**src/rtl/tmr_pkg.sv**
```systemverilog
// Package: shared types and helpers for the 16-bit clear-on-compare timer.
// Assumes a 4-bit mode field and a 3-bit register select.
package tmr_pkg;

    localparam int MODE_W = 4;
    localparam int SEL_W  = 3;

    localparam logic [MODE_W-1:0] MODE_CTC_CMPA = 4'd4;
    localparam logic [MODE_W-1:0] MODE_CTC_TOPR = 4'd12;

    typedef enum logic [SEL_W-1:0] {
        SEL_CNT   = 3'd0,
        SEL_CMPA  = 3'd1,
        SEL_TOP   = 3'd2,
        SEL_MODE  = 3'd3,
        SEL_ACT   = 3'd4,
        SEL_FORCE = 3'd5,
        SEL_CLR   = 3'd6,
        SEL_RSVD  = 3'd7
    } reg_sel_e;

    typedef enum logic [1:0] {
        ACT_NONE = 2'd0,
        ACT_TOG  = 2'd1,
        ACT_LOW  = 2'd2,
        ACT_HIGH = 2'd3
    } act_e;

    typedef enum logic [1:0] {
        TOPSRC_NONE = 2'd0,
        TOPSRC_CMPA = 2'd1,
        TOPSRC_TOPR = 2'd2
    } top_src_e;

    // Map a mode value to the source of the counter top; unknown codes act as free-running.
    function automatic top_src_e decode_mode(input logic [MODE_W-1:0] m);
        case (m)
            MODE_CTC_CMPA: return TOPSRC_CMPA;
            MODE_CTC_TOPR: return TOPSRC_TOPR;
            default:       return TOPSRC_NONE;
        endcase
    endfunction

    // New pin level after applying an action code to the present level.
    function automatic logic apply_act(input act_e a, input logic cur);
        case (a)
            ACT_TOG:  return ~cur;
            ACT_LOW:  return 1'b0;
            ACT_HIGH: return 1'b1;
            default:  return cur;
        endcase
    endfunction

endpackage

```
**src/rtl/tmr_regs.sv**
```systemverilog
// Register file: holds compare A, the top register, the mode and the action
// code, and turns port writes into one-cycle strobes (count load, force,
// flag clears). Assumes one write per cycle; select 7 is ignored.
module tmr_regs
    import tmr_pkg::*;
#(
    parameter int CNT_W = 16
) (
    input  logic             clk,
    input  logic             rst_n,
    input  logic             wr_en,
    input  logic [SEL_W-1:0] wr_sel,
    input  logic [CNT_W-1:0] wr_data,
    output logic [CNT_W-1:0] cmpa,
    output logic [CNT_W-1:0] top_reg,
    output top_src_e         top_src,
    output act_e             act,
    output logic             load_cnt,
    output logic             force_stb,
    output logic             clr_wrap,
    output logic             clr_match
);

    logic [MODE_W-1:0] mode_q;
    logic              hit_cmpa, hit_top, hit_mode, hit_act, hit_clr;

    // Decode the write select into per-register enables.
    always_comb begin
        load_cnt  = wr_en && (wr_sel == SEL_CNT);
        hit_cmpa  = wr_en && (wr_sel == SEL_CMPA);
        hit_top   = wr_en && (wr_sel == SEL_TOP);
        hit_mode  = wr_en && (wr_sel == SEL_MODE);
        hit_act   = wr_en && (wr_sel == SEL_ACT);
        force_stb = wr_en && (wr_sel == SEL_FORCE);
        hit_clr   = wr_en && (wr_sel == SEL_CLR);
        clr_wrap  = hit_clr && wr_data[0];
        clr_match = hit_clr && wr_data[1];
    end

    // Store configuration registers written through the port.
    always_ff @(posedge clk) begin
        if (!rst_n) begin
            cmpa    <= '0;
            top_reg <= '0;
            mode_q  <= '0;
            act     <= ACT_NONE;
        end else begin
            if (hit_cmpa) cmpa    <= wr_data;
            if (hit_top)  top_reg <= wr_data;
            if (hit_mode) mode_q  <= wr_data[MODE_W-1:0];
            if (hit_act)  act     <= act_e'(wr_data[1:0]);
        end
    end

    // Select the counter top source from the stored mode.
    always_comb top_src = decode_mode(mode_q);

    a_r6_mode_decode: assert property (@(posedge clk) disable iff (!rst_n)
        (mode_q != MODE_CTC_CMPA && mode_q != MODE_CTC_TOPR) |-> top_src == TOPSRC_NONE);

    a_r9_act_only_on_write: assert property (@(posedge clk) disable iff (!rst_n)
        !hit_act |=> $stable(act));

endmodule

```
**src/rtl/tmr_count.sv**
```systemverilog
// Counter core: advances on tick, clears after reaching the selected top in
// the clear-on-compare modes, takes software loads with top priority, and
// keeps the sticky wrap flag (hardware set wins over software clear).
module tmr_count
    import tmr_pkg::*;
#(
    parameter int CNT_W = 16
) (
    input  logic             clk,
    input  logic             rst_n,
    input  logic             tick,
    input  logic             load,
    input  logic [CNT_W-1:0] load_val,
    input  top_src_e         top_src,
    input  logic [CNT_W-1:0] cmpa,
    input  logic [CNT_W-1:0] top_reg,
    input  logic             clr_wrap,
    output logic [CNT_W-1:0] cnt,
    output logic             wrap_flag
);

    localparam logic [CNT_W-1:0] MAXV = {CNT_W{1'b1}};

    logic at_top, wrap_now, adv;

    // Decide whether the count sits at the active top and whether this tick wraps.
    always_comb begin
        case (top_src)
            TOPSRC_CMPA: at_top = (cnt == cmpa);
            TOPSRC_TOPR: at_top = (cnt == top_reg);
            default:     at_top = 1'b0;
        endcase
        adv      = tick && !load;
        wrap_now = adv && (cnt == MAXV);
    end

    // Update the count: load first, then clear at top, else increment.
    always_ff @(posedge clk) begin
        if (!rst_n)       cnt <= '0;
        else if (load)    cnt <= load_val;
        else if (tick)    cnt <= at_top ? '0 : cnt + 1'b1;
    end

    // Sticky rollover flag with set priority.
    always_ff @(posedge clk) begin
        if (!rst_n)        wrap_flag <= 1'b0;
        else if (wrap_now) wrap_flag <= 1'b1;
        else if (clr_wrap) wrap_flag <= 1'b0;
    end

    a_r2_increment: assert property (@(posedge clk) disable iff (!rst_n)
        (tick && !load && top_src == TOPSRC_NONE) |=> cnt == $past(cnt) + 1'b1);

    a_r2_hold: assert property (@(posedge clk) disable iff (!rst_n)
        (!tick && !load) |=> $stable(cnt));

    a_r3_wrap_sets: assert property (@(posedge clk) disable iff (!rst_n)
        (tick && !load && cnt == MAXV) |=> (wrap_flag && cnt == '0));

    a_r3_sticky: assert property (@(posedge clk) disable iff (!rst_n)
        (wrap_flag && !clr_wrap) |=> wrap_flag);

    a_r4_clear_at_cmpa: assert property (@(posedge clk) disable iff (!rst_n)
        (tick && !load && top_src == TOPSRC_CMPA && cnt == cmpa) |=> cnt == '0);

    a_r5_clear_at_top: assert property (@(posedge clk) disable iff (!rst_n)
        (tick && !load && top_src == TOPSRC_TOPR && cnt == top_reg) |=> cnt == '0);

endmodule

```
**src/rtl/tmr_outcmp.sv**
```systemverilog
// Compare-output unit: detects a match of the count with compare A on a
// tick (suppressed by a count load), keeps the sticky match flag and drives
// the waveform pin from the action code on a match or a force.
// Assumes a force is a one-cycle strobe; force plus match acts once.
module tmr_outcmp
    import tmr_pkg::*;
#(
    parameter int CNT_W = 16
) (
    input  logic             clk,
    input  logic             rst_n,
    input  logic             tick,
    input  logic             load,
    input  logic [CNT_W-1:0] cnt,
    input  logic [CNT_W-1:0] cmpa,
    input  act_e             act,
    input  logic             force_stb,
    input  logic             clr_match,
    output logic             match,
    output logic             match_flag,
    output logic             wave
);

    // Qualify an equality as a real match.
    always_comb match = tick && !load && (cnt == cmpa);

    // Sticky match flag with set priority.
    always_ff @(posedge clk) begin
        if (!rst_n)         match_flag <= 1'b0;
        else if (match)     match_flag <= 1'b1;
        else if (clr_match) match_flag <= 1'b0;
    end

    // Apply the action code to the pin once per match or force.
    always_ff @(posedge clk) begin
        if (!rst_n)                  wave <= 1'b0;
        else if (match || force_stb) wave <= apply_act(act, wave);
    end

    a_r7_match_sets_flag: assert property (@(posedge clk) disable iff (!rst_n)
        match |=> match_flag);

    a_r8_pin_holds: assert property (@(posedge clk) disable iff (!rst_n)
        !(match || force_stb) |=> $stable(wave));

    a_r8_none_holds: assert property (@(posedge clk) disable iff (!rst_n)
        (act == ACT_NONE) |=> $stable(wave));

    a_r10_force_no_flag: assert property (@(posedge clk) disable iff (!rst_n)
        (force_stb && !match && !match_flag) |=> !match_flag);

endmodule

```
**src/rtl/tmr16_ctc.sv**
```systemverilog
// Top: 16-bit timer with free-running and two clear-on-compare modes, a
// sticky wrap flag, a sticky match flag and one waveform output. Assumes
// the tick input is already synchronous to clk.
module tmr16_ctc
    import tmr_pkg::*;
#(
    parameter int CNT_W = 16
) (
    input  logic             clk,
    input  logic             rst_n,
    input  logic             tick,
    input  logic             wr_en,
    input  logic [2:0]       wr_sel,
    input  logic [CNT_W-1:0] wr_data,
    output logic [CNT_W-1:0] count,
    output logic             wrap_flag,
    output logic             match_flag,
    output logic             wave
);

    logic [CNT_W-1:0] cmpa, top_reg;
    top_src_e         top_src;
    act_e             act;
    logic             load_cnt, force_stb, clr_wrap, clr_match, match;

    tmr_regs #(.CNT_W(CNT_W)) u_regs (
        .clk       (clk),
        .rst_n     (rst_n),
        .wr_en     (wr_en),
        .wr_sel    (wr_sel),
        .wr_data   (wr_data),
        .cmpa      (cmpa),
        .top_reg   (top_reg),
        .top_src   (top_src),
        .act       (act),
        .load_cnt  (load_cnt),
        .force_stb (force_stb),
        .clr_wrap  (clr_wrap),
        .clr_match (clr_match)
    );

    tmr_count #(.CNT_W(CNT_W)) u_count (
        .clk       (clk),
        .rst_n     (rst_n),
        .tick      (tick),
        .load      (load_cnt),
        .load_val  (wr_data),
        .top_src   (top_src),
        .cmpa      (cmpa),
        .top_reg   (top_reg),
        .clr_wrap  (clr_wrap),
        .cnt       (count),
        .wrap_flag (wrap_flag)
    );

    tmr_outcmp #(.CNT_W(CNT_W)) u_outcmp (
        .clk        (clk),
        .rst_n      (rst_n),
        .tick       (tick),
        .load       (load_cnt),
        .cnt        (count),
        .cmpa       (cmpa),
        .act        (act),
        .force_stb  (force_stb),
        .clr_match  (clr_match),
        .match      (match),
        .match_flag (match_flag),
        .wave       (wave)
    );

    a_r11_load_wins: assert property (@(posedge clk) disable iff (!rst_n)
        (wr_en && wr_sel == SEL_CNT) |=> count == $past(wr_data));

    a_r11_load_blocks_match: assert property (@(posedge clk) disable iff (!rst_n)
        (wr_en && wr_sel == SEL_CNT) |-> !match);

    a_r10_force_keeps_count: assert property (@(posedge clk) disable iff (!rst_n)
        (force_stb && !tick) |=> count == $past(count));

endmodule

```
**config.mk**
```make
export PLATFORM = sky130hd
export DESIGN_NAME = tmr16_ctc
export DESIGN_NICKNAME = d
export VERILOG_FILES = /design/src/rtl/tmr_pkg.sv /design/src/rtl/tmr_regs.sv /design/src/rtl/tmr_count.sv /design/src/rtl/tmr_outcmp.sv /design/src/rtl/tmr16_ctc.sv
export SDC_FILE = /design/constraint.sdc
export NUM_CORES = 1
export LEC_CHECK = 0
export BUFFER_PORTS_ARGS = -buffer_cell sky130_fd_sc_hd__clkbuf_2
export CAP_MARGIN = 20
export CORE_MARGIN = 8
export CORE_UTILIZATION = 35
export CTS_CLUSTER_DIAMETER = 150
export DETAILED_ROUTE_END_ITERATION = 6
export SLEW_MARGIN = 10
export SYNTH_ARGS = -nofsm -noshare
export SYNTH_HDL_FRONTEND = slang
export SYNTH_SLANG_ARGS = --single-unit
```
**constraint.sdc**
```tcl
create_clock -name clk -period 2.25 [get_ports clk]
set_input_delay 0.3375 -clock clk [delete_from_list [all_inputs] [get_ports clk]]
set_output_delay 0.3375 -clock clk [all_outputs]
set_load 0.005 [all_outputs]
```
# After elaboration in Yosys (flattened, before gate mapping)
# Cells that the tools add are included.
[word_totals] ff_bits=57 input_bits=23 out_inout_bits=19 elab_cells=56
[op_classes] add_sub_neg=1 n_eq_ne=16 mux=10 n_bitwise=1 n_reduce_logical=20
[op_table] op="$mux W16" count=3
[op_table] op="$eq A16 B16 Y1" count=2
[op_table] op="$add A16 B1 Y16 const B" count=1
[op_table] op="$eq A16 B16 Y1 const B" count=1
[op_table] op="$logic_and A1 B1 Y1" count=12
[op_table] op="$eq A3 B3 Y1 const B" count=3
[op_table] op="$eq A2 B2 Y1 const B" count=3
[op_table] op="$eq A3 B2 Y1 const B" count=2
[op_table] op="$reduce_bool A2 Y1" count=3
[op_table] op="$eq A2 B1 Y1 const B" count=2
[op_table] op="$eq A4 B3 Y1 const B" count=1
[op_table] op="$eq A4 B4 Y1 const B" count=1
[op_table] op="$mux W1" count=4
[op_table] op="$pmux W2 S2" count=1
[op_table] op="$eq A3 B1 Y1 const B" count=1
[op_table] op="$logic_not A3 Y1" count=1
[op_table] op="$pmux W1 S3" count=1
[op_table] op="$reduce_bool A3 Y1" count=1
[op_table] op="$pmux W1 S2" count=1
[op_table] op="$reduce_and A2 Y1" count=1
[op_table] op="$logic_not A1 Y1" count=1
[op_table] op="$logic_or A1 B1 Y1" count=1
[op_table] op="$not A1 Y1" count=1

# Depth between registers and ports, before layout
# Gate-level depths: netlist (run 1).
[logic_depth] word_depth=7 depth_mapped=9 depth_no_buf=8

# By module
# Synthesis (run 1) repeated with hierarchy kept, for this count alone.
[hier_totals] cells_unflattened=351 hier_area_um2=3224.3
[by_module_without_submodules] mod="tmr_regs" n_inst=1 cells_each=151 area_each_um2=1514.0 seq_area_each_um2=760.7
[by_module_without_submodules] mod="tmr_count" n_inst=1 cells_each=164 area_each_um2=1407.6 seq_area_each_um2=340.3
[by_module_without_submodules] mod="tmr_outcmp" n_inst=1 cells_each=36 area_each_um2=302.8 seq_area_each_um2=40.0

# Worst setup path before layout (run 1)
# OpenSTA, ideal clock, no wires.
[synth_timing] path_type="register to register" startpoint="reg u_count.cnt[7]" endpoint="reg u_count.cnt[10]" setup_ns=0.136 arrival_time_ns=1.627 required_ns=2.114 slack_ns=0.487 stages_incl_launch_ff=8 path_buffers=2 synth_period_minus_slack_ns=1.763 path_cell_list="dfxtp_1 > buf_4 > xor2_1 > nor4_1 > nand4_1 > o32ai_4 > buf_6 > o32ai_1"
[synth_via] elab_chain_len=5 elab_cells_between_ends=7 cone_classes="add/sub (1); eq/ne (2); mux (4)"
[synth_rtl] element="start, declared" line="tmr_count.sv:18" text="output logic [CNT_W-1:0] cnt,"
[synth_rtl] element="start signal, assigned" line="tmr_count.sv:40" text="else if (load) cnt <= load_val;"
[synth_rtl] element="start signal, assigned" line="tmr_count.sv:41" text="else if (tick) cnt <= at_top ? '0 : cnt + 1'b1;"
[synth_rtl] element="branches (longest 2 deep; another with $add A16 B1 Y16)"
[synth_rtl] element="$mux W16 * (2 in series)" line="tmr_count.sv:41"
[synth_rtl] element="$mux W16 *" line="tmr_count.sv:40"
# Every way passes the cells marked *. The select of a mux whose other input is x is not followed.
# A chain may end at the register's enable or synchronous reset.

# Final worst setup path (run 1)
[layout_timing] startpoint="reg u_count.cnt[1]" endpoint="reg u_count.cnt[3]"
# The elaborated chain is that of the path after synthesis.

==> results of run 1 <==
==> cell families (layout without fill, tap and decap cells) <==
| logic type | after synthesis | after routing | synth area share (%) |
|---|---|---|---|
| compound gates | 69 | 69 | 14.2 |
| xor+xnor | 46 | 46 | 13.4 |
| fa+ha+maj | 3 | 3 | 1.25 |
| buf+inv | 37 | 88 | 6.13 |
| flops | 57 | 57 | 38.0 |
| mux | 6 | 6 | 2.00 |
| simple gates | 151 | 151 | 25.0 |
==> cells in the mapped netlist, types with 4 or more instances <==
cell | number | area (µm²)
nand2_1 | 78 | 293
dfxtp_1 | 57 | 1140
a21oi_1 | 50 | 250
xor2_1 | 40 | 350
nor3b_1 | 16 | 120
clkbuf_1 | 15 | 56.3
o32ai_1 | 13 | 114
nor2_1 | 12 | 45.0
nand3_1 | 9 | 45.0
inv_1 | 7 | 26.3
nand4_1 | 7 | 43.8
nor3_1 | 7 | 35.0
nor4_1 | 7 | 43.8
buf_2 | 6 | 30.0
mux2i_1 | 6 | 60.1
xnor2_1 | 6 | 52.6
buf_6 | 4 | 45.0
==> cell type report <==
class                      instances  area (µm²)  area share (%)
tap                              105         131            3.69
inverter                           7        26.3           0.738
multi-input combinational        275        1690            47.3
sequential                        57        1140            32.0
timing repair buffer              65         385            10.8
clock inverter                     2        10.0           0.281
clock buffer                      14         183            5.13
==> how the worst max path moves through the flow <==
stage | end | cells past startpoint | slack [ns]
2_1_floorplan | u_count.cnt[10] | 7 | 0.49
3_3_place_gp | u_outcmp.wave | 5 | 0.30
3_5_place_dp | u_outcmp.wave | 5 | 0.29
4_1_cts | u_outcmp.wave | 5 | 0.27
5_1_grt | u_count.cnt[14] | 6 | 0.10
6_report | u_count.cnt[3] | 6 | 0.25
==> critical path: cells and delay by family, from the launching register on <==
kind / cells / cell delay, ns
simple gates: 2 / 0.71
compound gates: 2 / 0.39
flops: 1 / 0.36
buf+inv: 1 / 0.21
xor+xnor: 1 / 0.18
==> layer usage <==
metal,track usage [%],vias to the layer above,share of wire (%)
li1,-,1365,-
met1,18.4,1250,45
met2,24.8,62,47
met3,3.27,8,6.2
met4,6.55,0,1.6
met5,0,-,0
==> power by group through the flow <==
stage	registers, mW	logic (mW)	clock network [mW]
floorplan	1.08	0.152	0
global placement	1.09	0.258	0
detailed placement	1.09	0.260	0
CTS	1.06	0.261	0.944
global route	1.07	0.285	0.980
finish	1.06	0.260	0.930
==> metrics by stage <==
stage | util [%] | instances
2_1_floorplan | - | 369
3_3_place_gp | 40.8 | 509
3_5_place_dp | 40.8 | 509
4_1_cts | 43.1 | 525
5_1_grt | 43.1 | 525
6_report | 43.1 | 525
==> out/qor.yml, run 1 <==
status: "completed"
portBuffers: 41
grt_pass1_wl_um: 13700
grt_max_degree: 58
r2r_slack_ns: 0.25
clock_skew_ns: 0.00890
internal-power_mw: 1.66
root_buffer: "clkbuf_8"
diodes: 0
drtPass1Iterations: 4
grt_pass1_vias: 2684
synth_warnings: 0
dpl_worst_slack_ns: 0.289
tritoncts: "done"
htreeDepth: 3
hold_violations: 0
postRouteAntennaNets: 0
clkTransAtPathRegs_ns: 0.07
syn_area_um2: 3000
powerDensity_nw_per_um2: 633
clock_sinks: 57
dpl_cell_area_um2: 3370
maxCapViolCount: 0
hold_path_depth: 3
min_period_ns: 2.00
gr-total-overflow: 0
drt_iter0_markers: 124
crit_path_start: "u_count.cnt[1]"
slew_violations: 0
endpoint_kind: "flip-flop"
cp-start-kind: "flip-flop"
die_area_um2: 11800
antenna_found_initial: 0
tns_ns: 0
dpl.hpwl_um: 6220
nNetsFinal: 441
p_clk_share_pct: 41.2
cp_max_fo: 8
cts_max_path_buffers: 2
min_to: "u_regs.cmpa[12]"
fillCellCount: 859
switching_share_pct: 26.4
ys.flop_type: "dfxtp_1"
synth_fp_nets: 395
arrival_ns: 2.19
power_frac_comb_pct: 11.5
reg2reg_to: "u_count.cnt[3]"
fmax_mhz: 501
ir_drop_v: 0.000250
routabilityCongestion: 0.852
hold_buffers: 0
wl_per_cell_um: 16.6
die_w_um: 109
async_reset_ff_share_pct: 0
boundaryPins: 42
numCtsBuffers: 9
min-delay-start: "wr_data[12]"
synth_edf_count: 0
slowest_stage: "nor4_1"
timing.hold.ws_ns: 0.253
syn_area_per_cell_um2: 8.13
crit-reg2reg-launch: "u_count.cnt[1]"
p_switching_uw: 595
cts-resized-gates: 0
relSlewSlack_pct: 58.9
final_area_um2: 3560
p_leak_nw: 1.51
total_power_mw: 2.26
hp-class: "primary input to flip-flop"
worstSetupPathType: "flip-flop to flip-flop"
via_per_inst: 5.11
num_rows: 33
post_cts_buffers: 0
final_common_cell: "nand2_1"
max_stage_delay_ns: 0.42
cp.required_ns: 2.44
via_count: 2685
post-route-drc-count: 0
die_h_um: 109
yosysSeqAreaShare_pct: 38.0
clock_latency_ns: 0.34
drive_gt1_share_pct: 20.7
crit_chain: "xor2_1 -> nor4_1 -> nand4_1 -> o32ai_4 -> buf_4 -> o32ai_1"
initial_utilization_pct: 36.3
rr_worst_depth: 6
gr-usage-all-layers_pct: 15.0
ys_types: 35
final_cell_mix: "78 x nand2_1, 57 x dfxtp_1, 50 x a21oi_1"
pwr-share-seq_pct: 47.2
routed_wl_um: 8700
synth_seq_cells: 57
tightest_slew_ns: 0.617
setup_ws_ns: 0.253
rsz0062_at_grt: "no"
setup_violations: 0
syn_inst: 369
core_area_um2: 8260
finalCritPeriodShare_pct: 88.8
syn_to_final_growth_pct: 18.7
No activity file was read; power rests on OpenSTA's default activity.
==> inputs of run 2 (changes only) <==
Settings changed: CTS_BUF_LIST from default to sky130_fd_sc_hd__clkbuf_8.
==> run 2 against run 1 <==
Against the previous run:
- die area unchanged
- utilization unchanged
- via count up 0.22%
- global-route usage unchanged
- sequential power about the same
- fmax down 2.3%
- critical path depth unchanged
- largest cell class unchanged
==> out/qor.yml, run 2 (synthesized netlist as in run 1, its figures left out) <==
fmax_mhz: 489  # -2.3%
fillCellCount: 859  # unchanged
cp-start-kind: "flip-flop"
syn_to_final_growth_pct: 18.7  # unchanged
via_count: 2691  # +0.22%
die_h_um: 109  # unchanged
clock_sinks: 57  # unchanged
internal-power_mw: 1.66  # -0.28%
multi_input_area_um2: 1690  # unchanged
crit_chain: "xor2_1 -> nor4_1 -> nand4_1 -> o32ai_4 -> buf_4 -> o32ai_1"
cp_top_family: "simple AND/OR/NAND/NOR gates"
numCtsBuffers: 9  # unchanged
dpl_cell_area_um2: 3370  # unchanged
grt_max_degree: 58  # unchanged
drive_gt1_share_pct: 20.7  # unchanged
max_stage_delay_ns: 0.46  # +0.04 ns
diodes: 0  # unchanged
reg2reg_to: "u_count.cnt[3]"
cp.required_ns: 2.44  # about the same
crit_buf_inv: 1  # unchanged
clock_skew_ns: 0.00882  # -0.0000802 ns
root_buffer: "clkbuf_8"
r2r_slack_ns: 0.20  # -0.05 ns
hold_buffers: 0  # unchanged
drtPass1Iterations: 4  # unchanged
switching_share_pct: 26.4  # +0.031 points
rsz0062_at_grt: "no"
setup_violations: 0  # unchanged
p_switching_uw: 594  # -0.12%
routabilityCongestion: 0.852  # unchanged
status: "completed"
final_area_um2: 3560  # unchanged
dpl.hpwl_um: 6220  # unchanged
slowest_stage: "nor4_1"
die_w_um: 109  # unchanged
ir_drop_v: 0.000248  # -0.74%
powerDensity_nw_per_um2: 632  # -0.23%
worstSetupPathDepth: 6  # unchanged
htreeDepth: 3  # unchanged
crit-reg2reg-launch: "u_count.cnt[1]"
drt_iter0_markers: 120  # -3.2%
cts-resized-gates: 0  # unchanged
relSlewSlack_pct: 58.9  # about the same
final_common_cell: "nand2_1"
gr-usage-all-layers_pct: 15.0  # unchanged
clock_latency_ns: 0.34  # about the same
initial_utilization_pct: 36.3  # unchanged
crit_path_start: "u_count.cnt[1]"
critPathCapture: "u_count.cnt[3]"
pwr-share-seq_pct: 47.3  # about the same
seq_area_um2: 1140  # unchanged
nNetsFinal: 441  # unchanged
portBuffers: 41  # unchanged
boundaryPins: 42  # unchanged
tightest_slew_ns: 0.616  # -0.000604 ns
routed_wl_um: 8700  # about the same
core_area_um2: 8260  # unchanged
num_rows: 33  # unchanged
min_period_ns: 2.05  # +0.0478 ns
hold_violations: 0  # unchanged
tritoncts: "done"
gr-total-overflow: 0  # unchanged
clkTransAtPathRegs_ns: 0.07  # about the same
cts_max_path_buffers: 2  # unchanged
hp-class: "primary input to flip-flop"
postRouteAntennaNets: 0  # unchanged
via_per_inst: 5.13  # +0.22%
finalCritPeriodShare_pct: 90.9  # +2.1 points
antenna_found_initial: 0  # unchanged
worstSetupPathType: "flip-flop to flip-flop"
post_cts_buffers: 0  # unchanged
p_leak_nw: 1.52  # +0.27%
die_area_um2: 11800  # unchanged
power_frac_comb_pct: 11.6  # about the same
maxCapViolCount: 0  # unchanged
slew_violations: 0  # unchanged
rr_worst_depth: 6  # unchanged
cp_max_fo: 8  # unchanged
final_cell_mix: "78 x nand2_1, 57 x dfxtp_1, 50 x a21oi_1"
grt_pass1_vias: 2684  # unchanged
arrival_ns: 2.23  # +0.04 ns
p_clk_share_pct: 41.1  # about the same
grt_pass1_wl_um: 13700  # unchanged
endpoint_kind: "flip-flop"
wl_per_cell_um: 16.6  # about the same
post-route-drc-count: 0  # unchanged
tns_ns: 0  # unchanged
-- run 2: changes by cell type in the layout (fill, tap and decap cells not counted) --
cell      before  now
clkbuf_1       1    0
inv_1          7    8
-- run 2: through the flow --
step                worst slack, ns  utilization, %  cells  power, mW  hold WS (ns)
CTS                           0.266            43.1    525       2.27         0.238
finish                        0.205            43.1    525       2.25         0.252
global placement              0.299            40.8    509       1.34         0.444
global route                  0.104            43.1    525       2.33         0.246
detailed placement            0.289            40.8    509       1.35         0.453
floorplan                     0.487               -    369       1.23         0.448
-- run 2: routing by layer --
metal	up-vias	routed length [µm]	track usage [%]
met2	56	4080	24.8
met3	9	560	3.27
met5	-	0	0
met4	0	159	6.55
met1	1265	3890	18.4
li1	1361	-	-
-- run 2: worst reg2reg max path, stage by stage, from the launching register on --
cell and delay [ns]:
dfxtp_1 0.36, xor2_1 0.19, nor4_1 0.46, nand4_1 0.30, o32ai_4 0.29, buf_4 0.21, o32ai_1 0.10
-- run 2: power groups by stage --
| stage | Sequential, mW | Clock [mW] | Combinational (mW) |
|---|---|---|---|
| floorplan | 1.08 | 0 | 0.152 |
| detailed placement | 1.09 | 0 | 0.260 |
| global route | 1.07 | 0.976 | 0.285 |
| global placement | 1.09 | 0 | 0.258 |
| CTS | 1.06 | 0.939 | 0.261 |
| finish | 1.06 | 0.924 | 0.261 |
-- run 2: worst min path at each step --
| stage | depth (start not counted) | endpoint | startpoint | slack (ns) |
|---|---|---|---|---|
| 2_1_floorplan | 2 | u_regs.cmpa[0] | u_regs.cmpa[0] | 0.45 |
| 3_3_place_gp | 2 | u_count.wrap_flag | u_count.wrap_flag | 0.44 |
| 3_5_place_dp | 2 | u_count.wrap_flag | u_count.wrap_flag | 0.45 |
| 4_1_cts | 3 | u_regs.top_reg[12] | wr_data[12] | 0.24 |
| 5_1_grt | 3 | u_regs.top_reg[12] | wr_data[12] | 0.25 |
| 6_report | 3 | u_regs.top_reg[12] | wr_data[12] | 0.25 |
-- run 2: area by class of cell --
class,instances,share of cell area [%]
Multi-Input combinational cell,275,47.3
Sequential cell,57,32.0
Timing Repair Buffer,65,10.8
Clock buffer,13,5.02
Tap cell,105,3.69
Inverter,7,0.738
Clock inverter,3,0.386
==> inputs of run 3 (changes only) <==
Settings changed: CORE_ASPECT_RATIO from default to 0.7, PLACE_DENSITY from default to 0.6.
Clock period 2.25 ns to 1.8 ns, I/O delays scaled along.
==> run 3 against run 2 <==
Against the previous run:
- the run now ends with setup timing left
- setup slack worse by 0.28 ns
- sequential share of layout area is 2.4 points lower
- cell count is 3.0% higher
- critical path type unchanged
- largest cell class unchanged
- largest power group is now the clock network
- highest routed layer unchanged
==> out/qor.yml, run 3 (synthesized netlist as in run 1, its figures left out) <==
via_count: 2847  # +5.8%
cp_max_fo: 6  # -2
maxCapViolCount: 0  # unchanged
final_common_cell: "nand2_1"
gr-total-overflow: 0  # unchanged
core_area_um2: 8410  # +1.8%
crit_path_start: "u_count.cnt[9]"
syn_to_final_growth_pct: 29.0
dpl_cell_area_um2: 3480  # +3.3%
cp-start-kind: "flip-flop"
tritoncts: "done"
worstSetupPathType: "flip-flop to flip-flop"
seq_area_um2: 1150  # +0.55%
relSlewSlack_pct: 69.6  # +11 points
arrival_ns: 2.09  # -0.14 ns
clock_skew_ns: 0.00575  # -0.00306 ns
hold_violations: 0  # unchanged
antenna_found_initial: 0  # unchanged
drtPass1Iterations: 4  # unchanged
routed_wl_um: 9200  # +5.8%
min-delay-start: "wr_data[13]"
grt_pass1_vias: 2875  # +7.1%
final_util_pct: 46.0  # +2.9 points
cts_max_path_buffers: 2  # unchanged
p_leak_nw: 1.64  # +8.2%
min_to: "u_regs.cmpa[13]"
dpl.hpwl_um: 6520  # +4.9%
diodes: 0  # unchanged
min_period_ns: 1.87  # -0.171 ns
via_per_inst: 5.26  # +2.7%
boundaryPins: 42  # unchanged
status: "finished, violations left"
endpoint_kind: "flip-flop"
drive_gt1_share_pct: 28.9  # +8.2 points
crit-reg2reg-launch: "u_count.cnt[9]"
finalCritPeriodShare_pct: 104  # +13 points
rsz0062_at_grt: "yes"
fillCellCount: 823  # -4.2%
setup_ws_ns: -0.0738  # -0.279 ns
ir_drop_v: 0.000300  # +21%
die_h_um: 93.5  # -14%
routabilityCongestion: 0.831  # -2.5%
tightest_slew_ns: 0.452  # -0.164 ns
clock_sinks: 57  # unchanged
root_buffer: "clkbuf_8"
dpl_worst_slack_ns: -0.221  # -0.509 ns
powerDensity_nw_per_um2: 807  # +28%
num_rows: 28  # -15%
hold_path_depth: 3  # unchanged
total_power_mw: 3.12  # +39%
gr-usage-all-layers_pct: 16.1  # +1.1 points
wl_per_cell_um: 17.0  # +2.6%
htreeDepth: 3  # unchanged
clkTransAtPathRegs_ns: 0.07  # about the same
instances_no_fill: 541  # +3.0%
die_w_um: 127  # +17%
drt_iter0_markers: 198  # +65%
postRouteAntennaNets: 0  # unchanged
grt_pass1_wl_um: 15000  # +10%
fmax_mhz: 534  # +9.1%
r2r_slack_ns: -0.07  # -0.28 ns
multi_input_area_um2: 1800  # +7.1%
reg2reg_to: "u_count.cnt[13]"
cp.required_ns: 2.02  # -0.42 ns
rr_worst_depth: 7  # +1
post-route-drc-count: 0  # unchanged
hp-class: "primary input to flip-flop"
die_area_um2: 11800  # +0.40%
violations: "setup timing"
setup_violations: 16  # +16
slew_violations: 0  # unchanged
initial_utilization_pct: 35.7  # -0.65 points
clock_latency_ns: 0.35  # about the same
portBuffers: 41  # unchanged
numPlacedInstances: 522  # +2.6%
nNetsFinal: 457  # +3.6%
numCtsBuffers: 9  # unchanged
final_cell_mix: "78 x nand2_1, 52 x dfxtp_1, 50 x a21oi_1"
final_area_um2: 3870  # +8.7%
grt_max_degree: 33  # -43%
## run 3: changes by cell type in the layout (fill, tap and decap cells not counted), moves of 5 or more
cell,delta
nor4_1,-5
dfxtp_2,+5
buf_4,+11
o32ai_2,+6
o32ai_1,-6
dfxtp_1,-5
## run 3: timing repair
action / CTS / global route
endpoints found under the hold margin: 0 / 0
setup buffers: 1 / 2
hold buffers: 0 / 0
setup endpoints to repair: 18 / 18
pin swaps: 8 / 6
gates resized for setup: 14 / 14
## run 3: routing by layer
metal	up-vias	track usage, %	wire length, µm
met5	-	0	0
met4	0	4.64	129
met3	12	4.66	727
met2	88	25.0	4010
met1	1350	21.3	4340
li1	1397	-	-
## run 3: worst max-delay path: stages, from the launching register on
cell     delay, ns
dfxtp_2       0.34
xor2_1        0.17
nor4_2        0.44
buf_4         0.19
nand3_2       0.11
o32ai_4       0.21
buf_6         0.19
o32ai_1       0.09
## run 3: final cells by class
cell class / count / share of cell area (%)
repair buffers: 81 / 13.8
flip-flops and latches: 57 / 29.6
well taps: 105 / 3.39
clock buffers: 11 / 3.91
multi-input cells: 275 / 46.6
inverters: 7 / 0.679
clock inverters: 5 / 2.00
## run 3: where the power goes
| group | switching, mW | total, mW | internal, mW |
|---|---|---|---|
| Sequential | 0.0280 | 1.33 | 1.30 |
| Clock | 0.536 | 1.39 | 0.849 |
| Combinational | 0.230 | 0.412 | 0.182 |
## run 3: metrics by stage
step	hold slack, ns	TNS (ns)
2_1_floorplan	0.406	0
3_3_place_gp	0.441	-2.92
3_5_place_dp	0.449	-3.24
4_1_cts	0.154	-1.03
5_1_grt	0.174	-2.68
6_report	0.172	-0.864
## run 3: worst max path at each step
stage | endpoint | slack [ns] | depth (start not counted)
after floorplan | u_count.cnt[10] | 0.04 | 7
after global placement | u_count.cnt[11] | -0.21 | 7
after detailed placement | u_count.cnt[12] | -0.22 | 7
after CTS | u_count.cnt[13] | -0.08 | 6
after global routing | u_count.cnt[13] | -0.19 | 7
final | u_count.cnt[13] | -0.07 | 7
